$ cat src/rtl/esc_pkg.sv
package esc_pkg;
  typedef enum logic [1:0] {
    SEV_COR      = 2'd0,
    SEV_NONFATAL = 2'd1,
    SEV_FATAL    = 2'd2
  } sev_e;

  localparam int DEV_COR = 0;
  localparam int DEV_NF  = 1;
  localparam int DEV_FAT = 2;
  localparam int DEV_UR  = 3;
  localparam int DEV_W   = 4;
endpackage

$ cat src/rtl/esc_decode.sv
module esc_decode #(
  parameter int EV_W  = 32,
  parameter int COR_W = 8,
  parameter int UNC_W = 16,
  parameter logic [COR_W-1:0] COR_SUPP = '1,
  parameter logic [UNC_W-1:0] UNC_SUPP = '1
) (
  input  logic [EV_W-1:0]  status,
  input  logic             correctable,
  output logic             one_hot,
  output logic [COR_W-1:0] cor_bit,
  output logic [UNC_W-1:0] unc_bit
);
  localparam logic [EV_W-1:0] COR_EXT = EV_W'(COR_SUPP);
  localparam logic [EV_W-1:0] UNC_EXT = EV_W'(UNC_SUPP);

  logic [EV_W-1:0] masked;

  always_comb begin
    masked  = status & (correctable ? COR_EXT : UNC_EXT);
    one_hot = (masked != '0) && ((masked & (masked - EV_W'(1))) == '0);
    cor_bit = masked[COR_W-1:0];
    unc_bit = masked[UNC_W-1:0];
  end
endmodule

$ cat src/rtl/esc_policy.sv
module esc_policy
  import esc_pkg::*;
#(
  parameter int COR_W   = 8,
  parameter int UNC_W   = 16,
  parameter int UR_BIT  = 8,
  parameter int ADV_BIT = 5
) (
  input  logic             go,
  input  logic             correctable,
  input  logic             advisory,
  input  logic [COR_W-1:0] cor_bit,
  input  logic [UNC_W-1:0] unc_bit,
  input  logic [COR_W-1:0] cor_mask,
  input  logic [UNC_W-1:0] unc_mask,
  input  logic [UNC_W-1:0] unc_sev,
  input  logic             serr_en,
  input  logic             cor_rep_en,
  input  logic             nf_rep_en,
  input  logic             fat_rep_en,
  input  logic             ur_rep_en,
  output logic [DEV_W-1:0] set_dev,
  output logic [COR_W-1:0] set_cor,
  output logic [UNC_W-1:0] set_unc,
  output logic             log_now,
  output logic             msg_now,
  output sev_e             msg_sev
);
  localparam logic [COR_W-1:0] ADV_VEC = COR_W'(1) << ADV_BIT;

  logic             is_ur, fatal, downgrade, cor_path, cor_masked, unc_masked;
  logic [COR_W-1:0] cbit;

  always_comb begin
    is_ur      = !correctable && unc_bit[UR_BIT];
    fatal      = !correctable && ((unc_bit & unc_sev) != '0);
    downgrade  = !correctable && !fatal && advisory;
    cor_path   = correctable || downgrade;
    cbit       = correctable ? cor_bit : ADV_VEC;
    cor_masked = (cbit & cor_mask) != '0;
    unc_masked = (unc_bit & unc_mask) != '0;

    set_dev = '0;
    set_cor = '0;
    set_unc = '0;
    log_now = 1'b0;
    msg_now = 1'b0;
    msg_sev = SEV_COR;

    if (go) begin
      set_dev[DEV_UR] = is_ur;
      if (cor_path) begin
        set_dev[DEV_COR] = 1'b1;
        set_cor          = cbit;
        if (!cor_masked) begin
          if (downgrade) begin
            set_unc = unc_bit;
            log_now = !unc_masked;
          end
          msg_now = cor_rep_en && (!is_ur || ur_rep_en);
        end
      end else begin
        set_dev[fatal ? DEV_FAT : DEV_NF] = 1'b1;
        set_unc = unc_bit;
        msg_sev = fatal ? SEV_FATAL : SEV_NONFATAL;
        if (!unc_masked) begin
          log_now = 1'b1;
          msg_now = !(is_ur && !ur_rep_en && !serr_en) &&
                    (serr_en || (fatal ? fat_rep_en : nf_rep_en));
        end
      end
    end
  end
endmodule

$ cat src/rtl/esc_w1c.sv
module esc_w1c #(
  parameter int          W   = 8,
  parameter logic [W-1:0] RST = '0
) (
  input  logic         clk,
  input  logic         rst,
  input  logic [W-1:0] set,
  input  logic [W-1:0] clr,
  output logic [W-1:0] q
);
  always_ff @(posedge clk) begin
    if (rst) q <= RST;
    else     q <= (q & ~clr) | set;
  end
endmodule

$ cat src/rtl/err_signal_classifier.sv
module err_signal_classifier
  import esc_pkg::*;
#(
  parameter int EV_W    = 32,
  parameter int SRC_W   = 16,
  parameter int COR_W   = 8,
  parameter int UNC_W   = 16,
  parameter int UR_BIT  = 8,
  parameter int ADV_BIT = 5,
  parameter int HLO_BIT = 7,
  parameter logic [COR_W-1:0] COR_SUPP    = '1,
  parameter logic [UNC_W-1:0] UNC_SUPP    = '1,
  parameter logic [UNC_W-1:0] SEV_DEFAULT = UNC_W'(16'h003F)
) (
  input  logic             clk,
  input  logic             rst,
  input  logic             ev_valid,
  input  logic [EV_W-1:0]  ev_status,
  input  logic             ev_correctable,
  input  logic             ev_advisory,
  input  logic [SRC_W-1:0] ev_src,
  input  logic             serr_en,
  input  logic             cor_rep_en,
  input  logic             nf_rep_en,
  input  logic             fat_rep_en,
  input  logic             ur_rep_en,
  input  logic             cfg_we,
  input  logic [1:0]       cfg_sel,
  input  logic [UNC_W-1:0] cfg_wdata,
  input  logic [3:0]       clr_dev,
  input  logic [COR_W-1:0] clr_cor,
  input  logic [UNC_W-1:0] clr_unc,
  input  logic             log_ovf,
  output logic             ev_reject,
  output logic             msg_valid,
  output logic [1:0]       msg_sev,
  output logic [SRC_W-1:0] msg_src,
  output logic             log_req,
  output logic [UNC_W-1:0] log_vec,
  output logic [3:0]       dev_sts,
  output logic [COR_W-1:0] cor_sts,
  output logic [UNC_W-1:0] unc_sts
);
  localparam logic [EV_W-1:0] HLO_VEC = EV_W'(1) << HLO_BIT;

  // pending injected overflow event
  logic ovf_pend;
  logic use_int, go_v;
  logic [EV_W-1:0]  sel_status;
  logic             sel_corr, sel_adv;
  logic [SRC_W-1:0] sel_src;

  always_comb begin
    use_int    = !ev_valid && ovf_pend;
    go_v       = ev_valid || use_int;
    sel_status = ev_valid ? ev_status : HLO_VEC;
    sel_corr   = ev_valid ? ev_correctable : 1'b1;
    sel_adv    = ev_valid && ev_advisory;
    sel_src    = ev_valid ? ev_src : '0;
  end

  always_ff @(posedge clk) begin
    if (rst) ovf_pend <= 1'b0;
    else     ovf_pend <= log_ovf || (ovf_pend && ev_valid);
  end

  logic             one_hot;
  logic [COR_W-1:0] cor_bit;
  logic [UNC_W-1:0] unc_bit;

  esc_decode #(
    .EV_W(EV_W), .COR_W(COR_W), .UNC_W(UNC_W),
    .COR_SUPP(COR_SUPP), .UNC_SUPP(UNC_SUPP)
  ) u_decode (
    .status(sel_status), .correctable(sel_corr),
    .one_hot(one_hot), .cor_bit(cor_bit), .unc_bit(unc_bit)
  );

  // configuration registers
  logic [COR_W-1:0] cor_mask;
  logic [UNC_W-1:0] unc_mask, unc_sev;

  always_ff @(posedge clk) begin
    if (rst) begin
      cor_mask <= '0;
      unc_mask <= '0;
      unc_sev  <= SEV_DEFAULT;
    end else if (cfg_we) begin
      case (cfg_sel)
        2'd0:    cor_mask <= cfg_wdata[COR_W-1:0];
        2'd1:    unc_mask <= cfg_wdata;
        2'd2:    unc_sev  <= cfg_wdata;
        default: ;
      endcase
    end
  end

  logic [DEV_W-1:0] set_dev;
  logic [COR_W-1:0] set_cor;
  logic [UNC_W-1:0] set_unc;
  logic             log_now, msg_now;
  sev_e             sev_now;

  esc_policy #(
    .COR_W(COR_W), .UNC_W(UNC_W), .UR_BIT(UR_BIT), .ADV_BIT(ADV_BIT)
  ) u_policy (
    .go(go_v && one_hot), .correctable(sel_corr), .advisory(sel_adv),
    .cor_bit(cor_bit), .unc_bit(unc_bit),
    .cor_mask(cor_mask), .unc_mask(unc_mask), .unc_sev(unc_sev),
    .serr_en(serr_en), .cor_rep_en(cor_rep_en), .nf_rep_en(nf_rep_en),
    .fat_rep_en(fat_rep_en), .ur_rep_en(ur_rep_en),
    .set_dev(set_dev), .set_cor(set_cor), .set_unc(set_unc),
    .log_now(log_now), .msg_now(msg_now), .msg_sev(sev_now)
  );

  esc_w1c #(.W(DEV_W)) u_dev (.clk(clk), .rst(rst), .set(set_dev), .clr(clr_dev), .q(dev_sts));
  esc_w1c #(.W(COR_W)) u_cor (.clk(clk), .rst(rst), .set(set_cor), .clr(clr_cor), .q(cor_sts));
  esc_w1c #(.W(UNC_W)) u_unc (.clk(clk), .rst(rst), .set(set_unc), .clr(clr_unc), .q(unc_sts));

  // registered outputs
  always_ff @(posedge clk) begin
    if (rst) begin
      ev_reject <= 1'b0;
      msg_valid <= 1'b0;
      msg_sev   <= SEV_COR;
      msg_src   <= '0;
      log_req   <= 1'b0;
      log_vec   <= '0;
    end else begin
      ev_reject <= go_v && !one_hot;
      msg_valid <= msg_now;
      msg_sev   <= sev_now;
      msg_src   <= sel_src;
      log_req   <= log_now;
      log_vec   <= log_now ? unc_bit : '0;
    end
  end
endmodule

$ cat config.mk
export PLATFORM = sky130hd
export DESIGN_NAME = err_signal_classifier
export DESIGN_NICKNAME = d
export VERILOG_FILES = /design/src/rtl/esc_pkg.sv /design/src/rtl/esc_decode.sv /design/src/rtl/esc_policy.sv /design/src/rtl/esc_w1c.sv /design/src/rtl/err_signal_classifier.sv
export SDC_FILE = /design/constraint.sdc
export NUM_CORES = 1
export LEC_CHECK = 0
export BUFFER_PORTS_ARGS = -buffer_cell sky130_fd_sc_hd__buf_2
export CAP_MARGIN = 20
export CORE_MARGIN = 1
export CORE_UTILIZATION = 40
export DETAILED_ROUTE_END_ITERATION = 10
export PLACE_DENSITY = 0.78
export SLEW_MARGIN = 5
export SYNTH_ARGS = -nofsm -noshare
export SYNTH_HDL_FRONTEND = slang
export SYNTH_SLANG_ARGS = --single-unit
$ cat constraint.sdc
create_clock -name clk -period 2.8 [get_ports clk]
set_clock_uncertainty 0.05 [all_clocks]
set_input_delay 0.14 -clock clk [delete_from_list [all_inputs] [get_ports clk]]
set_output_delay 0.14 -clock clk [all_outputs]
set_load 0.05 [all_outputs]
==> results.md <==
* CTS Buffer Depth at 2
* Final Slew Violations at 0
* Psw at 0.7812 mW
* Die Width at 107.3 µm
* Final core occ at 0.5606
* Area share of the largest cell type after synthesis at 0.4787
* Peak VDD IR at 0.0002330 V
* Int Power at 2.193 mW
* Largest net degree at the start of global routing at 71
* Cell with the most instances after synthesis: nand2_1
* Die H at 107.3 µm
* Number of synthesized flops with an enable pin at 0
* CTS sink cnt at 106
* Synth cell count leaders: nand2_1 (116), dfxtp_1 (106), nor2_1 (38), a21oi_1 (30), clkbuf_1 (27)
* Count of final setup violators at 0
* Max Fanout on Critical Path at 4
* N_diodes at 0
* Highest clock rate at 408.6 MHz
* Reg2Reg Setup Slack at 0.35 ns
* Post-synthesis cell type count at 58
* R2r startpoint: unc_sev[12]
* Routed vias at 4509
* Mapped Nets at 626
* Data arrival time of the worst path at 2.68 ns
* Status: finished, final reports clean
* Avg Vias per Cell at 5.237
* Initial DRC Count at 296
* Initial antenna violation count at 0
* Clk network pwr share at 0.315
* CP Launch Type: register
* Post-detail-place hpwl at 9136 µm
* Sequential share of power at 0.524
* Max Cap Violations at 0
* Area Growth Syn to Fin at 37.09%
* Period utilization at 0.8742
* Critical Path RT at 3.04 ns
* Ys Warns at 0
* Share of layout cells above drive strength 1 at 0.2857
* DRC at 0
* Total power at 2.974 mW
* Worst hold path class: in2reg
* IO Port Bufs at 154
* Synth Register Bits at 106
* Top_reg_cell synth: dfxtp_1
* Post-CTS setup buffers at 0
* Leak at 2.575 nW
* CP Launch Point: unc_sev[12]
* RSZ-0062 raised after global routing: false
* Final hold vios at 0
* Global-route wire length before repair at 21250 µm
* Cell taking the most area after synthesis: dfxtp_1
* Setup TNS at 0 ns
* Design area at 6077 µm²
* Sequential share of the synthesized area at 0.4787
* # nets final at 824
* Post-Syn Instances at 520
* Worst R2R End: msg_valid
* Min cycle time layout at 2.448 ns
* Logic pwr share at 0.161
* H-Tree Depth at 3
* First-pass iteration count of the detailed router at 6
* Routed wire length at 13260 µm
* Ys async rst share at 0
* Die ar. at 11510 µm²
* Average size of a mapped cell at 8.525 µm²
* Antenna Nets Post-Route at 0
* Worst-margin pin slew at 0.6802 ns
* Crit path capture type: register
* TritonCTS buffer count at 9
* Routability cong. at 0.8680
* Top cells by area, synth: dfxtp_1 (48%), nand2_1 (9.8%), a21oi_1 (3.4%), nor2_1 (3.2%), nor4_2 (3.1%)
* GRT Overall Usage at 0.2354
* TritonCTS clock tree: yes
* Clk slew on worst S/H paths at 0.10 ns
* Register-to-Register Path Depth at 6
* Num ports at 171
* Worst Setup EP: msg_valid
* CP Class: reg2reg
* Skew-Pair Late Insertion Delay at 0.37 ns
* CTS root buffer: clkbuf_8
* Max-slew headroom at 0.5465
* PD cells at 489.4 nW/µm²
* Vias in the first global route at 4396
* Placed standard-cell area at 5324 µm²
* Routed wire per std cell at 15.40 µm
* Net Sw Frac at 0.2627
* Hold_ws at 0.008410 ns
* CORE AREA at 10840 µm²
* # fillers at 960
* Mapped Area at 4433 µm²
* FP Rows at 38
* Total grt overflow at 0
* Initial Util at 0.4089
## cell families after synthesis
kind of cell    share of synthesized area
compound gates                     0.1555
buf+inv                           0.05419
flops                              0.4787
simple gates                       0.2935
mux                               0.01806
## cells in the final DEF (no fill, tap or decap), types with 2 or more instances in the layout
cell type	n
buf_2	154
nand2_1	116
dfxtp_1	106
dlygate4sd3_1	56
nor2_1	38
a21oi_1	30
nand3_1	24
o21ai_0	24
buf_4	20
and2_1	17
nor4_2	11
clkbuf_8	11
a22oi_1	10
nand3b_1	8
mux2i_1	8
nand2b_1	7
nor4_1	6
a22o_1	5
inv_1	4
a31oi_1	4
nor4b_1	3
nor3_1	3
nor2b_1	3
or3_1	3
o21bai_1	3
o211ai_1	3
o31ai_1	3
o41ai_1	3
nor3b_1	3
and3b_1	2
or4_1	2
o32ai_1	2
nor4_4	2
## power groups by stage
stage / combinational [mW] / clock (mW) / sequential (mW)
floorplan: 0.208 / 0 / 1.64
global placement: 0.400 / 0 / 1.59
detailed placement: 0.408 / 0 / 1.59
CTS: 0.470 / 0.954 / 1.56
global route: 0.516 / 1.03 / 1.56
finish: 0.478 / 0.938 / 1.56
## flip-flops by register name (all words and copies together), names as in the netlist
signal,flops
cor_mask,8
ev_reject,1
log_req,1
log_vec,16
msg_sev,2
msg_src,16
msg_valid,1
ovf_pend,1
u_cor.q,8
u_dev.q,4
u_unc.q,16
unc_mask,16
unc_sev,16
## worst min-delay path by stage
stage	start	end	slack, ns	depth (start not counted)
2_1_floorplan	ev_advisory	msg_sev[0]	0.17	1
3_3_place_gp	clr_unc[15]	u_unc.q[15]	0.28	2
3_5_place_dp	ev_src[9]	msg_src[9]	0.29	2
4_1_cts	clr_cor[4]	u_cor.q[4]	0.0003	4
5_1_grt	clr_unc[7]	u_unc.q[7]	0.01	4
6_report	clr_cor[4]	u_cor.q[4]	0.008	4
## metrics by stage
| stage | cells | setup slack [ns] |
|---|---|---|
| after floorplan | 520 | 0.3494 |
| after global routing | 861 | 0.2789 |
| final | 861 | 0.3524 |
| after CTS | 861 | 0.3962 |
| after detailed placement | 791 | 0.2393 |
| after global placement | 791 | 0.2634 |
## worst max-delay path, stage by stage (launching register included)
cell and delay [ns]:
dfxtp_1 0.32, a22o_1 0.23, o41ai_1 0.47, a31oi_1 0.25, or3b_2 0.51, a211o_1 0.30, a211oi_1 0.24
## layout make-up
type / count / area [µm²] / area share
Multi-Input combinational cell: 366 / 2071 / 0.3407
Clock inverter: 2 / 37.54 / 0.006177
Tap cell: 140 / 175.2 / 0.02882
Inverter: 4 / 15.01 / 0.002471
Sequential cell: 106 / 2122 / 0.3492
Timing Repair Buffer: 231 / 1501 / 0.2471
Clock buffer: 12 / 155.1 / 0.02553
## per-layer routing
layer	track usage	up-vias	wire, µm
met5	0	-	0
met4	0.1067	0	411
met3	0.04298	45	781
met2	0.4101	189	6505
met1	0.2808	2082	5559
li1	-	2193	-
## repair_timing
| item | in CTS | in global routing |
|---|---|---|
| resized for setup | 0 | 0 |
| hold endpoints to repair | 76 | 0 |
| hold buffers | 56 | 0 |
(Power assumes the default switching activity.)
